**src/rtl/flash_rdmux_pkg.sv**
```systemverilog
package flash_rdmux_pkg;

   typedef enum logic [2:0] {
      MD_ARRAY   = 3'd0,
      MD_PREFIX  = 3'd1,
      MD_AUTOSEL = 3'd2,
      MD_STATUS  = 3'd3,
      MD_QUERY   = 3'd4
   } rd_mode_e;

   localparam logic [15:0] ID_ABSENT  = 16'h00FF;
   localparam logic [7:0]  IDX_ID0    = 8'h00;
   localparam logic [7:0]  IDX_ID1    = 8'h01;
   localparam logic [7:0]  IDX_PROT   = 8'h02;
   localparam logic [7:0]  IDX_ID2    = 8'h0E;
   localparam logic [7:0]  IDX_ID3    = 8'h0F;

endpackage

```
**src/rtl/flash_rdmux_offdec.sv**
```systemverilog
module flash_rdmux_offdec #(
   parameter int OFF_W     = 12,
   parameter int DEV_BYTES = 2
) (
   input  logic [OFF_W-1:0] rd_off,
   output logic [7:0]       idx
);
   // only the low byte of the offset takes part in decode
   logic [7:0] low_byte;
   assign low_byte = rd_off[7:0];

   generate
      if (DEV_BYTES == 1) begin : g_w8
         assign idx = low_byte;
      end else if (DEV_BYTES == 2) begin : g_w16
         assign idx = {1'b0, low_byte[7:1]};
      end else begin : g_w32
         assign idx = {2'b00, low_byte[7:2]};
      end
   endgenerate
endmodule

```
**src/rtl/flash_rdmux_status.sv**
```systemverilog
module flash_rdmux_status (
   input  logic       clk,
   input  logic       rst_n,
   input  logic       rd_toggle,
   input  logic       pgm_stb,
   input  logic       pgm_msb,
   input  logic       erase_go,
   input  logic       expire,
   output logic [7:0] status_q
);
   logic [7:0] status_d;

   // priority: erase start, then program result, then flips
   always_comb begin
      status_d = status_q;
      if (erase_go) begin
         status_d = 8'h00;
      end else if (pgm_stb) begin
         status_d = {~pgm_msb, 7'h7F};
      end else begin
         if (expire)    status_d[7] = ~status_q[7];
         if (rd_toggle) status_d[6] = ~status_q[6];
      end
   end

   always_ff @(posedge clk or negedge rst_n) begin
      if (!rst_n) status_q <= 8'h00;
      else        status_q <= status_d;
   end
endmodule

```
**src/rtl/flash_rdmux_timer.sv**
```systemverilog
module flash_rdmux_timer #(
   parameter int SECT_CYC  = 50,
   parameter int CHIP_MULT = 10
) (
   input  logic clk,
   input  logic rst_n,
   input  logic start_sect,
   input  logic start_chip,
   output logic busy,
   output logic expire,
   output logic done_q
);
   localparam int CHIP_CYC = SECT_CYC * CHIP_MULT;
   localparam int CNT_W    = $clog2(CHIP_CYC + 1);
   localparam logic [CNT_W-1:0] SECT_LOAD = CNT_W'(SECT_CYC - 1);
   localparam logic [CNT_W-1:0] CHIP_LOAD = CNT_W'(CHIP_CYC - 1);

   logic [CNT_W-1:0] cnt_q;
   logic             any_start;

   assign any_start = start_sect | start_chip;
   assign expire    = busy && (cnt_q == '0) && !any_start;

   always_ff @(posedge clk or negedge rst_n) begin
      if (!rst_n) begin
         cnt_q  <= '0;
         busy   <= 1'b0;
         done_q <= 1'b0;
      end else begin
         done_q <= expire;
         if (start_chip) begin
            cnt_q <= CHIP_LOAD;
            busy  <= 1'b1;
         end else if (start_sect) begin
            cnt_q <= SECT_LOAD;
            busy  <= 1'b1;
         end else if (busy) begin
            if (cnt_q == '0) busy  <= 1'b0;
            else             cnt_q <= cnt_q - 1'b1;
         end
      end
   end
endmodule

```
**src/rtl/flash_rdmux.sv**
```systemverilog
module flash_rdmux
   import flash_rdmux_pkg::*;
#(
   parameter int OFF_W     = 12,
   parameter int DEV_BYTES = 2,
   parameter int SECT_CYC  = 50,
   parameter int CHIP_MULT = 10,
   parameter int QRY_LEN   = 8'h52,
   localparam int DATA_W   = 8 * DEV_BYTES
) (
   input  logic              clk,
   input  logic              rst_n,
   input  logic [2:0]        mode,
   input  logic              rd_stb,
   input  logic [OFF_W-1:0]  rd_off,
   input  logic [DATA_W-1:0] array_data,
   input  logic [15:0]       ident0,
   input  logic [15:0]       ident1,
   input  logic [15:0]       ident2,
   input  logic [15:0]       ident3,
   input  logic              pgm_done,
   input  logic              pgm_msb,
   input  logic              sect_start,
   input  logic              chip_start,
   output logic [7:0]        qry_index,
   input  logic [7:0]        qry_entry,
   output logic [DATA_W-1:0] rd_data,
   output logic              erase_done
);
   // elaboration-time parameter checks
   generate
      if (DEV_BYTES != 1 && DEV_BYTES != 2 && DEV_BYTES != 4) begin : g_bad_width
         $error("flash_rdmux: DEV_BYTES must be 1, 2 or 4");
      end
      if (OFF_W < 8) begin : g_bad_off
         $error("flash_rdmux: OFF_W must be at least 8");
      end
      if (SECT_CYC < 1 || CHIP_MULT < 1) begin : g_bad_time
         $error("flash_rdmux: erase durations must be positive");
      end
      if (QRY_LEN < 0 || QRY_LEN > 255) begin : g_bad_qry
         $error("flash_rdmux: QRY_LEN must fit the 8-bit index");
      end
   endgenerate

   logic [7:0] idx;
   logic [7:0] status_q;
   logic       erase_busy;
   logic       erase_expire;
   logic       rd_toggle;

   flash_rdmux_offdec #(
      .OFF_W     (OFF_W),
      .DEV_BYTES (DEV_BYTES)
   ) u_offdec (
      .rd_off (rd_off),
      .idx    (idx)
   );

   assign qry_index = idx;
   assign rd_toggle = rd_stb && (mode == MD_STATUS);

   flash_rdmux_timer #(
      .SECT_CYC  (SECT_CYC),
      .CHIP_MULT (CHIP_MULT)
   ) u_timer (
      .clk        (clk),
      .rst_n      (rst_n),
      .start_sect (sect_start),
      .start_chip (chip_start),
      .busy       (erase_busy),
      .expire     (erase_expire),
      .done_q     (erase_done)
   );

   flash_rdmux_status u_status (
      .clk       (clk),
      .rst_n     (rst_n),
      .rd_toggle (rd_toggle),
      .pgm_stb   (pgm_done),
      .pgm_msb   (pgm_msb),
      .erase_go  (sect_start | chip_start),
      .expire    (erase_expire),
      .status_q  (status_q)
   );

   // identifier view
   logic [DATA_W-1:0] id_word;
   always_comb begin
      case (idx)
         IDX_ID0:  id_word = DATA_W'(ident0);
         IDX_ID1:  id_word = DATA_W'(ident1);
         IDX_PROT: id_word = '0;
         IDX_ID2:  id_word = (ident2 == ID_ABSENT) ? array_data : DATA_W'(ident2);
         IDX_ID3:  id_word = (ident3 == ID_ABSENT) ? array_data : DATA_W'(ident3);
         default:  id_word = array_data;
      endcase
   end

   // query view
   logic [DATA_W-1:0] qry_word;
   assign qry_word = (32'(idx) > QRY_LEN) ? '0 : DATA_W'(qry_entry);

   always_comb begin
      case (rd_mode_e'(mode))
         MD_AUTOSEL: rd_data = id_word;
         MD_STATUS:  rd_data = DATA_W'(status_q);
         MD_QUERY:   rd_data = qry_word;
         default:    rd_data = array_data;
      endcase
   end

   logic unused_busy;
   assign unused_busy = erase_busy;
endmodule

```
**config.mk**
```make
export PLATFORM = sky130hd
export DESIGN_NAME = flash_rdmux
export DESIGN_NICKNAME = d
export VERILOG_FILES = /design/src/rtl/flash_rdmux_pkg.sv /design/src/rtl/flash_rdmux_offdec.sv /design/src/rtl/flash_rdmux_status.sv /design/src/rtl/flash_rdmux_timer.sv /design/src/rtl/flash_rdmux.sv
export SDC_FILE = /design/constraint.sdc
export NUM_CORES = 1
export LEC_CHECK = 0
export BUFFER_PORTS_ARGS = -buffer_cell sky130_fd_sc_hd__buf_2
export CAP_MARGIN = 20
export CORE_MARGIN = 10
export CORE_UTILIZATION = 38
export CTS_CLUSTER_SIZE = 8
export DETAILED_ROUTE_END_ITERATION = 7
export PLACE_DENSITY = 0.8
export SETUP_SLACK_MARGIN = 0.15
export SYNTH_ARGS = -nofsm -noshare
export SYNTH_HDL_FRONTEND = slang
export SYNTH_HIERARCHICAL = 1
export SYNTH_SLANG_ARGS = --single-unit
```
**constraint.sdc**
```tcl
create_clock -name clk -period 2.3 [get_ports clk]
set_input_delay 0.345 -clock clk [delete_from_list [all_inputs] [get_ports clk]]
set_output_delay 0.345 -clock clk [all_outputs]
set_load 0.03 [all_outputs]
```
==> reports/qor.csv, run 1 <==
stage;metric;value;unit
final_layout;diodes;0;
cts;clock_latency;0.25;ns
final_layout;regArea;350;um^2
synth;async_reset_ff_frac;1.00;
setup_path;cp.arrival;2.44;ns
sta;period_share;1.21;
synth;syn-num-nets;368;
route;drc;0;
synth;syn_inst;257;
sta;finalSetupViolations;16;
synth;synthDistinctLibCells;57;
placed_design;gp_congestion;0.876;
route;wirelength;9430;um
sta;clock_skew;0.00285;ns
sta;clock.fmax;359;MHz
setup_path;crit_type;input port to primary output;
synth;yosys.area.top_type;dfrtp_1;
power;p_leak;1.45;nW
sta;finalCriticalPeriod;2.79;ns
synth;synth.area.top_cells;dfrtp_1, o211ai_1, nand2_1;
floorplan;core_area;5070;um^2
sta;rsz0062_at_grt;yes;
placed_design;io_buffers;128;
synth;synth_warnings;6;
global_routing;gr-total-overflow;0;
synth;ys_ff_latch;14;
placed_design;post-dp-hpwl;7210;um
synth;synth.avg_cell_area;7.70;um^2
global_routing;antenna_found_initial;1;
cts;cts.htree.levels;1;
placed_design;placed_area;2870;um^2
setup_path;crit_fanout;5;
global_routing;grt_pass1_vias;2809;
power;p_per_area;313;nW/um^2
global_routing;track_usage;0.196;
global_routing;grt_first_pass_wirelength;14100;um
cts;cts_buffer_depth;2;
floorplan;rows;26;
synth;synth_top_area_share;0.177;
synth;synth_edf_count;0;
power;peakVddDrop;0.364;mV
setup_path;critPathCaptureType;primary output;
cts;numCtsBuffers;3;
setup_path;cp.required;1.96;ns
final_layout;multiInputGateArea;1620;um^2
route;route.detailed.wl_per_inst;20.2;um
final_layout;design_area;3230;um^2
global_routing;grt_max_degree;15;
route;dr.pass1.iters;6;
worst_hold_path;hold_path.class;input port to flop;
final_layout;area.growth.synth_to_final;63.0;%
floorplan;die_w;92.2;um
final_layout;nets;509;
run_status;violations;setup timing;
route;num_vias;2791;
floorplan;boundaryPins;135;
sta;worst_pin_slew;0.534;ns
cts;root_buffer;clkbuf_8;
route;final_antenna_net_count;0;
final_layout;nFillCells;436;
route;drt_iter0_drc;259;
floorplan;die-area;8500;um^2
synth;yosysSeqAreaShare;0.177;
floorplan;start_util;0.390;
sta;fin_ws;-0.488;ns
synth;ys.flop_type;dfrtp_1;
sta;slew_viol_final;0;
cts;cts_tree;done;
final_layout;drive_above_1_share;0.539;
job;max_cap_violations;0;
setup_path;startpoint_type;input port;
route;drt-vias-per-instance;5.98;
synth;syn-cell-area;1980;um^2
sta;relSlewSlack;0.641;
cts;cts.sinks;14;
cts;path_clk_slew;0.06;ns
power;p_total;0.00101;W
run_status;outcome;finished, violations left;
sta;hold_violations;0;
floorplan;die_h;92.2;um
cells by family (layout without fill, tap and decap cells):
kind of cell,count (synthesis),after routing,share of synthesized area
other cells,1,1,0.00189
fa+ha+maj,1,1,0.00632
buf+inv,35,175,0.101
flops,14,14,0.177
xor+xnor,2,2,0.00885
mux,17,17,0.0904
simple gates,89,89,0.245
compound gates,98,98,0.370
registers in the layout, indices dropped and copies added (netlist names):
register           flops
u_status/status_q      3
u_timer/busy           1
u_timer/cnt_q          9
u_timer/done_q         1
stage by stage:
stage / setup TNS [ns] / util / cells / hold WS, ns / worst slack, ns
2_1_floorplan: -2.66 / - / 257 / 0.0494 / -0.203
6_report: -6.72 / 0.636 / 467 / 0.370 / -0.488
5_1_grt: -7.38 / 0.636 / 467 / 0.368 / -0.552
4_1_cts: -6.48 / 0.616 / 464 / 0.362 / -0.479
3_3_place_gp: -6.87 / 0.566 / 455 / 0.260 / -0.491
3_5_place_dp: -7.25 / 0.566 / 455 / 0.264 / -0.504
cell usage in the layout, fill, tap and decap left out, drive strengths merged, types with 5 or more instances in the layout:
cell type and instances:
nor3 9, dfrtp 14, inv 7, o211ai 27
a221o 8, a22oi 13, nand3 7, buf 162
or4 7, mux2i 10, nor2 10, o21ai 10
clkbuf 5, a21oi 16, nand2 32, mux2 7
routing by layer:
metal	routed length (um)	track usage	vias up
met4	227	0.0437	2
met1	3490	0.224	1307
li1	-	-	1290
met3	899	0.0505	29
met5	11	0	-
met2	4810	0.356	163
timing repair:
action / 4_1_cts / 5_1_grt
resized for setup: 45 / 12
buffers inserted: 3 / 2
gates cloned: 1 / 1
endpoints found under the hold margin: 2 / 0
setup endpoints to repair: 16 / 16
pin swaps: 6 / 10
hold buffers: 1 / 0
report_power, final:
part	switching, W	total [W]	internal (W)
logic	0.000260	0.000496	0.000236
registers	0.0000121	0.000268	0.000256
clock network	0.0000930	0.000245	0.000152
total	0.000365	0.00101	0.000644
worst paths after layout:
check / start / to / slack (ns) / cells after the start
setup / recovery: ident2[14] / rd_data[7] / -0.49 / 8
min in group asynchronous: rst_n / u_timer/cnt_q[1]$_DFFE_PN0P_ / 0.52 / 2
hold reg to reg: u_status/status_q[7]$_DFFE_PN0P_ / u_status/status_q[7]$_DFFE_PN0P_ / 0.58 / 2
hold / removal: pgm_msb / u_status/status_q[7]$_DFFE_PN0P_ / 0.37 / 3
max in group asynchronous: rst_n / u_status/status_q[7]$_DFFE_PN0P_ / 1.54 / 2
setup reg to reg: u_timer/cnt_q[0]$_DFFE_PN0P_ / u_timer/cnt_q[0]$_DFFE_PN0P_ / 0.43 / 5
critical path, stage by stage:
cell      delay, ns
buf_6          0.09
or4_4          0.52
or4_4          0.58
buf_8          0.15
o211ai_1       0.17
nand2_1        0.07
a221o_2        0.36
buf_6          0.14
synth_stat cells (2+ instances only):
cell and number:
nand2_1 32, o211ai_1 26, a21oi_1 16, buf_4 14
dfrtp_1 14, a22oi_1 13, clkbuf_1 11, mux2i_1 10
nor2_1 10, nor3_1 9, a221o_1 8, inv_1 7
mux2_2 7, nand3_1 7, or4_1 6, o21ai_1 5
nand4_1 4, o21ai_0 4, a311o_1 3, and3b_1 3
o22ai_1 3, a211oi_1 2, a21boi_0 2, a22o_1 2
and3_1 2, and4_1 2, buf_6 2, nand2b_1 2
nor4b_1 2, xnor2_1 2
final cells by class:
type / instances / area share
Timing Repair Buffer: 164 / 0.337
Clock buffer: 4 / 0.0171
Tap cell: 70 / 0.0271
Inverter: 7 / 0.00814
Sequential cell: 14 / 0.109
Multi-Input combinational cell: 208 / 0.502
Power figures use the tool's default switching activity.
==> run 2, diff against run 1 <==
--- a/config.mk
+++ b/config.mk
@@ -8,11 +8,12 @@
 export BUFFER_PORTS_ARGS = -buffer_cell sky130_fd_sc_hd__buf_2
 export CAP_MARGIN = 20
 export CORE_MARGIN = 10
-export CORE_UTILIZATION = 38
+export CORE_UTILIZATION = 43
 export CTS_CLUSTER_SIZE = 8
 export DETAILED_ROUTE_END_ITERATION = 7
-export PLACE_DENSITY = 0.8
+export PLACE_DENSITY = 0.86
 export SETUP_SLACK_MARGIN = 0.15
+export SLEW_MARGIN = 20
 export SYNTH_ARGS = -nofsm -noshare
 export SYNTH_HDL_FRONTEND = slang
 export SYNTH_HIERARCHICAL = 1
==> constraint.sdc (replaced) <==
create_clock -name clk -period 3.1 [get_ports clk]
set_input_delay 0.465 -clock clk [delete_from_list [all_inputs] [get_ports clk]]
set_output_delay 0.465 -clock clk [all_outputs]
set_load 0.03 [all_outputs]
==> run 2 against run 1 <==
The flow now finishes without violations. Hold slack worse by 0.27 ns. First-iteration DRC count fell by 21%. Sequential power shrank 26%. Flip-flop and latch count is the same. Count of clock-buffer cells in the layout down 1. Clock power down 39%. Core utilization fell by 1.1 points. Register-to-register slack better by 0.69 ns. Clock skew about the same. Critical path depth is the same. Global-route usage increased by 0.71 points. Combinational power is 37% lower. Critical path type unchanged.
==> reports/qor.csv, run 2 (synthesis gave the netlist of run 1 again) <==
stage;metric;value;unit;change
global_routing;gr-total-overflow;0;;unchanged
setup_path;cp_top_family;simple AND/OR/NAND/NOR gates;;unchanged
setup_path;r2r_slack;1.12;ns;was 0.43 ns
route;drc;0;;unchanged
cts;cts.htree.levels;1;;unchanged
final_layout;nFillCells;417;;was 436
cts;cts_setup_buffers;0;;was 3
run_status;outcome;finished clean;;was finished, violations left
setup_path;endpoint;rd_data[0];;was rd_data[7]
cts;clock_latency;0.25;ns;about the same
sta;slew_viol_final;0;;unchanged
global_routing;grt_pass1_vias;2582;;was 2809
floorplan;die_h;87.8;um;was 92.2 um
setup_path;cp.required;2.63;ns;was 1.96 ns
floorplan;rows;24;;was 26
placed_design;post-dp-hpwl;6890;um;was 7210 um
floorplan;core_area;4410;um^2;was 5070 um^2
sta;period_share;0.974;;
final_layout;largest_reg_flops;9;;unchanged
route;dr.pass1.iters;5;;was 6
floorplan;boundaryPins;135;;unchanged
setup_path;crit_type;input port to primary output;;unchanged
final_layout;reg_top3;u_timer/cnt_q x9, u_status/status_q x3;;unchanged
final_layout;final_core_util;0.624;;was 0.636
job;max_cap_violations;0;;unchanged
final_layout;regMostFlops;u_timer/cnt_q;;unchanged
sta;fin_tns_setup;0;ns;was -6.72 ns
cts;cts.sinks;14;;unchanged
setup_path;slowest_delay;0.57;ns;was 0.58 ns
cts;numCtsBuffers;3;;unchanged
setup_path;worstReg2RegEnd;u_timer/cnt_q[1]$_DFFE_PN0P_;;was u_timer/cnt_q[0]$_DFFE_PN0P_
setup_path;path_depth;8;;unchanged
setup_path;path_common_cell;buf_6;;
final_layout;final_common_cell;buf_2;;unchanged
setup_path;cp_slowest_cell;or4_4;;unchanged
cts;path_clk_slew;0.06;ns;about the same
placed_design;gp_congestion;0.921;;was 0.876
setup_path;cp.arrival;2.56;ns;was 2.44 ns
placed_design;io_buffers;128;;unchanged
setup_path;startpoint_type;input port;;unchanged
setup_path;critPathCaptureType;primary output;;unchanged
route;final_antenna_net_count;0;;unchanged
setup_path;regToRegStartpoint;u_timer/cnt_q[0]$_DFFE_PN0P_;;unchanged
sta;hold_violations;0;;unchanged
power;p_per_area;240;nW/um^2;was 313 nW/um^2
sta;clock_skew;0.00267;ns;was 0.00285 ns
setup_path;reg2reg_depth;5;;unchanged
final_layout;area.growth.synth_to_final;39.3;%;was 63.0%
final_layout;diodes;0;;unchanged
sta;clock.fmax;331;MHz;
global_routing;antenna_found_initial;0;;was 1
floorplan;die-area;7720;um^2;was 8500 um^2
final_layout;nets;483;;was 509
cts;cts_tree;done;;unchanged
sta;rsz0062_at_grt;yes;;unchanged
setup_path;crit_buf_inv;3;;unchanged
floorplan;start_util;0.448;;was 0.390
setup_path;critPathLaunch;ident3[14];;was ident2[14]
final_layout;drive_above_1_share;0.449;;was 0.539
route;drt-vias-per-instance;6.24;;was 5.98
global_routing;track_usage;0.203;;was 0.196
cts;cts_hold_buffers;0;;was 1
cts;root_buffer;clkbuf_8;;unchanged
sta;relSlewSlack;0.569;;was 0.641
route;route.detailed.wl_per_inst;19.9;um;was 20.2 um
sta;worst_pin_slew;0.637;ns;was 0.534 ns
cts;cts_buffer_depth;2;;unchanged
power;peakVddDrop;0.343;mV;was 0.364 mV
sta;finalSetupViolations;0;;was 16
setup_path;crit_fanout;7;;was 5
global_routing;grt_max_degree;19;;was 15
final_layout;final_cell_mix;buf_2, nand2_1, o211ai_1;;was buf_2, nand2_1, buf_4
route;num_vias;2634;;was 2791
worst_hold_path;hold_path.class;input port to async pin;;was input port to flop
sta;finalCriticalPeriod;3.02;ns;
setup_path;cp_cell_sequence;buf_6 -> or4_4 -> or4_4 -> buf_6 -> o211ai_1 -> o211ai_1 -> a221o_1 -> buf_6;;was buf_6 -> or4_4 -> or4_4 -> buf_8 -> o211ai_1 -> nand2_1 -> a221o_2 -> buf_6
route;wirelength;8420;um;was 9430 um
power;p_leak;1.26;nW;was 1.45 nW
floorplan;die_w;87.8;um;was 92.2 um
global_routing;grt_first_pass_wirelength;13100;um;was 14100 um
route;drt_iter0_drc;205;;was 259
run 2: cell count changes in the layout (fill, tap and decap cells not counted), moves of 2 or more:
cell / before / now
buf_4: 30 / 13
o22ai_1: 1 / 3
buf_2: 106 / 112
buf_6: 25 / 13
o21ai_1: 1 / 4
a221o_2: 8 / 0
o21ai_4: 5 / 0
nor3_1: 6 / 8
nor3_4: 3 / 0
nor2_4: 2 / 0
or4_4: 7 / 5
a221o_1: 0 / 8
or4_1: 0 / 2
run 2: final cells by class:
type	instances	area [um^2]	share of cell area
multi-input cells	208	1470	0.533
repair buffers	138	805	0.292
flip-flops and latches	14	350	0.127
well taps	52	65.1	0.0236
clock buffers	3	41.3	0.0150
inverters	7	26.3	0.00953
run 2: metal layers:
metal	share of wire	track usage	up-vias
met5	0	0	-
met4	0.031	0.0710	0
met3	0.12	0.0585	24
met2	0.49	0.356	162
met1	0.36	0.229	1216
li1	-	-	1232
run 2: timing repair:
| item | CTS | global route |
|---|---|---|
| endpoints found under the setup margin | 16 | 15 |
| endpoints found under the hold margin | 0 | 0 |
| gates resized for setup | 23 | 14 |
| pin swaps | 10 | 11 |
run 2: metrics by stage:
step | instance area, um^2 | cells | power [W] | hold slack (ns) | worst slack [ns]
floorplan | 1980 | 257 | 0.000365 | 0.169 | 0.216
CTS | 2720 | 422 | 0.000654 | 0.112 | 0.0944
global placement | 2600 | 419 | 0.000481 | 0.374 | 0.00799
global route | 2760 | 422 | 0.000699 | 0.116 | 0.0164
finish | 2760 | 422 | 0.000661 | 0.104 | 0.0795
detailed placement | 2600 | 419 | 0.000488 | 0.377 | -0.0332
run 2: worst min-delay path by stage:
stage,startpoint,endpoint,cells after the start
3_3_place_gp,rst_n,u_timer/cnt_q[0]$_DFFE_PN0P_,1
3_5_place_dp,rst_n,u_timer/cnt_q[1]$_DFFE_PN0P_,1
5_1_grt,rst_n,u_timer/cnt_q[8]$_DFFE_PN0P_,1
2_1_floorplan,rst_n,u_status/status_q[4]$_DFFE_PN0P_,0
6_report,rst_n,u_timer/cnt_q[8]$_DFFE_PN0P_,1
4_1_cts,rst_n,u_timer/busy$_DFF_PN0_,1
run 2: power breakdown:
| group | internal, W | total [W] | switching, W |
|---|---|---|---|
| logic | 0.000141 | 0.000312 | 0.000171 |
| registers | 0.000190 | 0.000199 | 0.00000924 |
| clock network | 0.0000861 | 0.000150 | 0.0000640 |
==> run 3, diff against run 2 <==
--- a/config.mk
+++ b/config.mk
@@ -12,6 +12,7 @@
 export CTS_CLUSTER_SIZE = 8
 export DETAILED_ROUTE_END_ITERATION = 7
 export PLACE_DENSITY = 0.86
+export RECOVER_POWER = 50
 export SETUP_SLACK_MARGIN = 0.15
 export SLEW_MARGIN = 20
 export SYNTH_ARGS = -nofsm -noshare
==> run 3 against run 2 <==
Worst setup slack improved by 0.016 ns. Sequential share of layout area grew 0.099 points. Count of clock-buffer cells in the layout did not move. Die area did not move. Register-to-register slack worse by 0.03 ns. Cell count is the same. Final area is 0.77% lower. Core utilization down 0.48 points. Via count fell by 0.72%.
==> reports/qor.csv, run 3 (synthesis gave the netlist of run 1 again) <==
stage;metric;value;unit;change
setup_path;slowest_delay;0.57;ns;about the same
cts;cts_hold_buffers;0;;unchanged
setup_path;crit_buf_inv;3;;unchanged
setup_path;path_common_cell;buf_6;;unchanged
power;peakVddDrop;0.345;mV;was 0.343 mV
placed_design;io_buffers;128;;unchanged
sta;slew_viol_final;0;;unchanged
sta;fin_ws;0.0952;ns;was 0.0795 ns
cts;path_clk_slew;0.06;ns;about the same
route;dr_wl_met3;932;um;was 980 um
final_layout;final_core_util;0.620;;was 0.624
sta;relSlewSlack;0.451;;was 0.569
placed_design;placedCellCount;419;;unchanged
global_routing;grt_first_pass_wirelength;13100;um;unchanged
route;met2_length;4160;um;about the same
global_routing;gr-total-overflow;0;;unchanged
global_routing;antenna_found_initial;0;;unchanged
final_layout;final_common_cell;buf_2;;unchanged
setup_path;critPathCaptureType;primary output;;unchanged
cts;cts.sinks;14;;unchanged
power;p_per_area;241;nW/um^2;was 240 nW/um^2
route;route.detailed.wl_per_inst;20.0;um;was 19.9 um
sta;worst_pin_slew;0.815;ns;was 0.637 ns
final_layout;drive_above_1_share;0.419;;was 0.449
final_layout;area.growth.synth_to_final;38.2;%;was 39.3%
final_layout;regMostFlops;u_timer/cnt_q;;unchanged
global_routing;track_usage;0.203;;unchanged
route;top_layer;met4;;unchanged
global_routing;grt_max_degree;19;;unchanged
global_routing;grt_pass1_vias;2582;;unchanged
cts;cts_tree;done;;unchanged
sta;rsz0062_at_grt;yes;;unchanged
final_layout;final_cell_mix;buf_2, nand2_1, o211ai_1;;unchanged
sta;hold_violations;0;;unchanged
floorplan;start_util;0.448;;unchanged
placed_design;pre_cts_slack;-0.0332;ns;unchanged
route;dr.pass1.iters;5;;unchanged
cts;cts_buffer_depth;2;;unchanged
route;drc;0;;unchanged
floorplan;core_area;4410;um^2;unchanged
setup_path;cp_cell_sequence;buf_6 -> or4_4 -> or4_4 -> buf_6 -> o211ai_1 -> o211ai_1 -> a221o_1 -> buf_6;;unchanged
power;p_leak;1.23;nW;was 1.26 nW
job;max_cap_violations;0;;unchanged
setup_path;crit_fanout;7;;unchanged
setup_path;cp.arrival;2.54;ns;was 2.56 ns
cts;numCtsBuffers;3;;unchanged
final_layout;diodes;0;;unchanged
cts;root_buffer;clkbuf_8;;unchanged
setup_path;crit_type;input port to primary output;;unchanged
floorplan;die-area;7720;um^2;unchanged
route;final_antenna_net_count;0;;unchanged
route;drt-vias-per-instance;6.20;;was 6.24
final_layout;nets;483;;unchanged
cts;clock_latency;0.25;ns;about the same
cts;cts.htree.levels;1;;unchanged
route;num_vias;2615;;was 2634
route;wl_met1;3080;um;was 3020 um
route;drt_iter0_drc;200;;was 205
sta;period_share;0.969;;was 0.974
placed_design;post-dp-hpwl;6890;um;unchanged
placed_design;gp_congestion;0.921;;unchanged
final_layout;stdcell_count;422;;unchanged
setup_path;cp_top_family;simple AND/OR/NAND/NOR gates;;unchanged
floorplan;die_h;87.8;um;unchanged
final_layout;nFillCells;424;;was 417
route;wirelength;8420;um;about the same
sta;finalSetupViolations;0;;unchanged
setup_path;cp_slowest_cell;or4_4;;unchanged
sta;hold_slack;0.262;ns;was 0.104 ns
floorplan;die_w;87.8;um;unchanged
cts;cts_setup_buffers;0;;unchanged
run_status;outcome;finished clean;;unchanged
final_layout;largest_reg_flops;9;;unchanged
worst_hold_path;hold_path.class;input port to async pin;;unchanged
sta;finalCriticalPeriod;3.00;ns;was 3.02 ns
floorplan;boundaryPins;135;;unchanged
sta;clock.fmax;333;MHz;was 331 MHz
final_layout;reg_top3;u_timer/cnt_q x9, u_status/status_q x3;;unchanged
setup_path;cp.required;2.63;ns;about the same
sta;clock_skew;0.00137;ns;was 0.00267 ns
floorplan;rows;24;;unchanged
setup_path;startpoint_type;input port;;unchanged
[run 3: cell types whose count changed in the layout (fill, tap and decap cells not counted), sizes merged]
cell / change
clkbuf: +9
buf: -9
[run 3: worst paths after layout]
check                           slack (ns)                                to                         start  cells past startpoint
worst max-delay path                   0.1                        rd_data[0]                    ident3[14]                      8
worst min-delay path                  0.26      u_timer/cnt_q[8]$_DFFE_PN0P_                         rst_n                      1
min in group clk                      0.48  u_status/status_q[7]$_DFFE_PN0P_                       pgm_msb                      3
max in group asynchronous             2.36      u_timer/cnt_q[5]$_DFFE_PN0P_                         rst_n                      1
worst max register to register        1.09      u_timer/cnt_q[1]$_DFFE_PN0P_  u_timer/cnt_q[0]$_DFFE_PN0P_                      5
worst min register to register        0.56      u_timer/cnt_q[5]$_DFFE_PN0P_  u_timer/cnt_q[5]$_DFFE_PN0P_                      1
[run 3: report_power, final]
group          internal (W)  switching [W]  total [W]  leakage, nW
clock             0.0000861      0.0000638   0.000150       0.0216
sequential         0.000190     0.00000885   0.000199        0.162
combinational      0.000139       0.000171   0.000310         1.05
[run 3: layout make-up]
| class | instances | area, um^2 | area share |
|---|---|---|---|
| Clock buffer | 3 | 41.3 | 0.0151 |
| Inverter | 7 | 26.3 | 0.00961 |
| Multi-Input combinational cell | 208 | 1460 | 0.533 |
| Sequential cell | 14 | 350 | 0.128 |
| Tap cell | 52 | 65.1 | 0.0238 |
| Timing Repair Buffer | 138 | 793 | 0.290 |
[run 3: metrics by stage]
| step | cell area (um^2) | total power (W) | TNS (ns) |
|---|---|---|---|
| floorplan | 1980 | 0.000365 | 0 |
| global placement | 2600 | 0.000481 | 0 |
| detailed placement | 2600 | 0.000488 | -0.0829 |
| CTS | 2720 | 0.000654 | 0 |
| global route | 2740 | 0.000698 | 0 |
| finish | 2740 | 0.000659 | 0 |
[run 3: what timing repair did]
action                     4_1_cts  5_1_grt
resized for setup               23       14
pin swaps                       10       11
hold endpoints to repair         0        0
setup endpoints to repair       16       15
[run 3: routing by layer]
layer,vias to the layer above,global-route usage
li1,1231,-
met1,1209,0.229
met2,155,0.356
met3,20,0.0585
met4,0,0.0710
met5,-,0
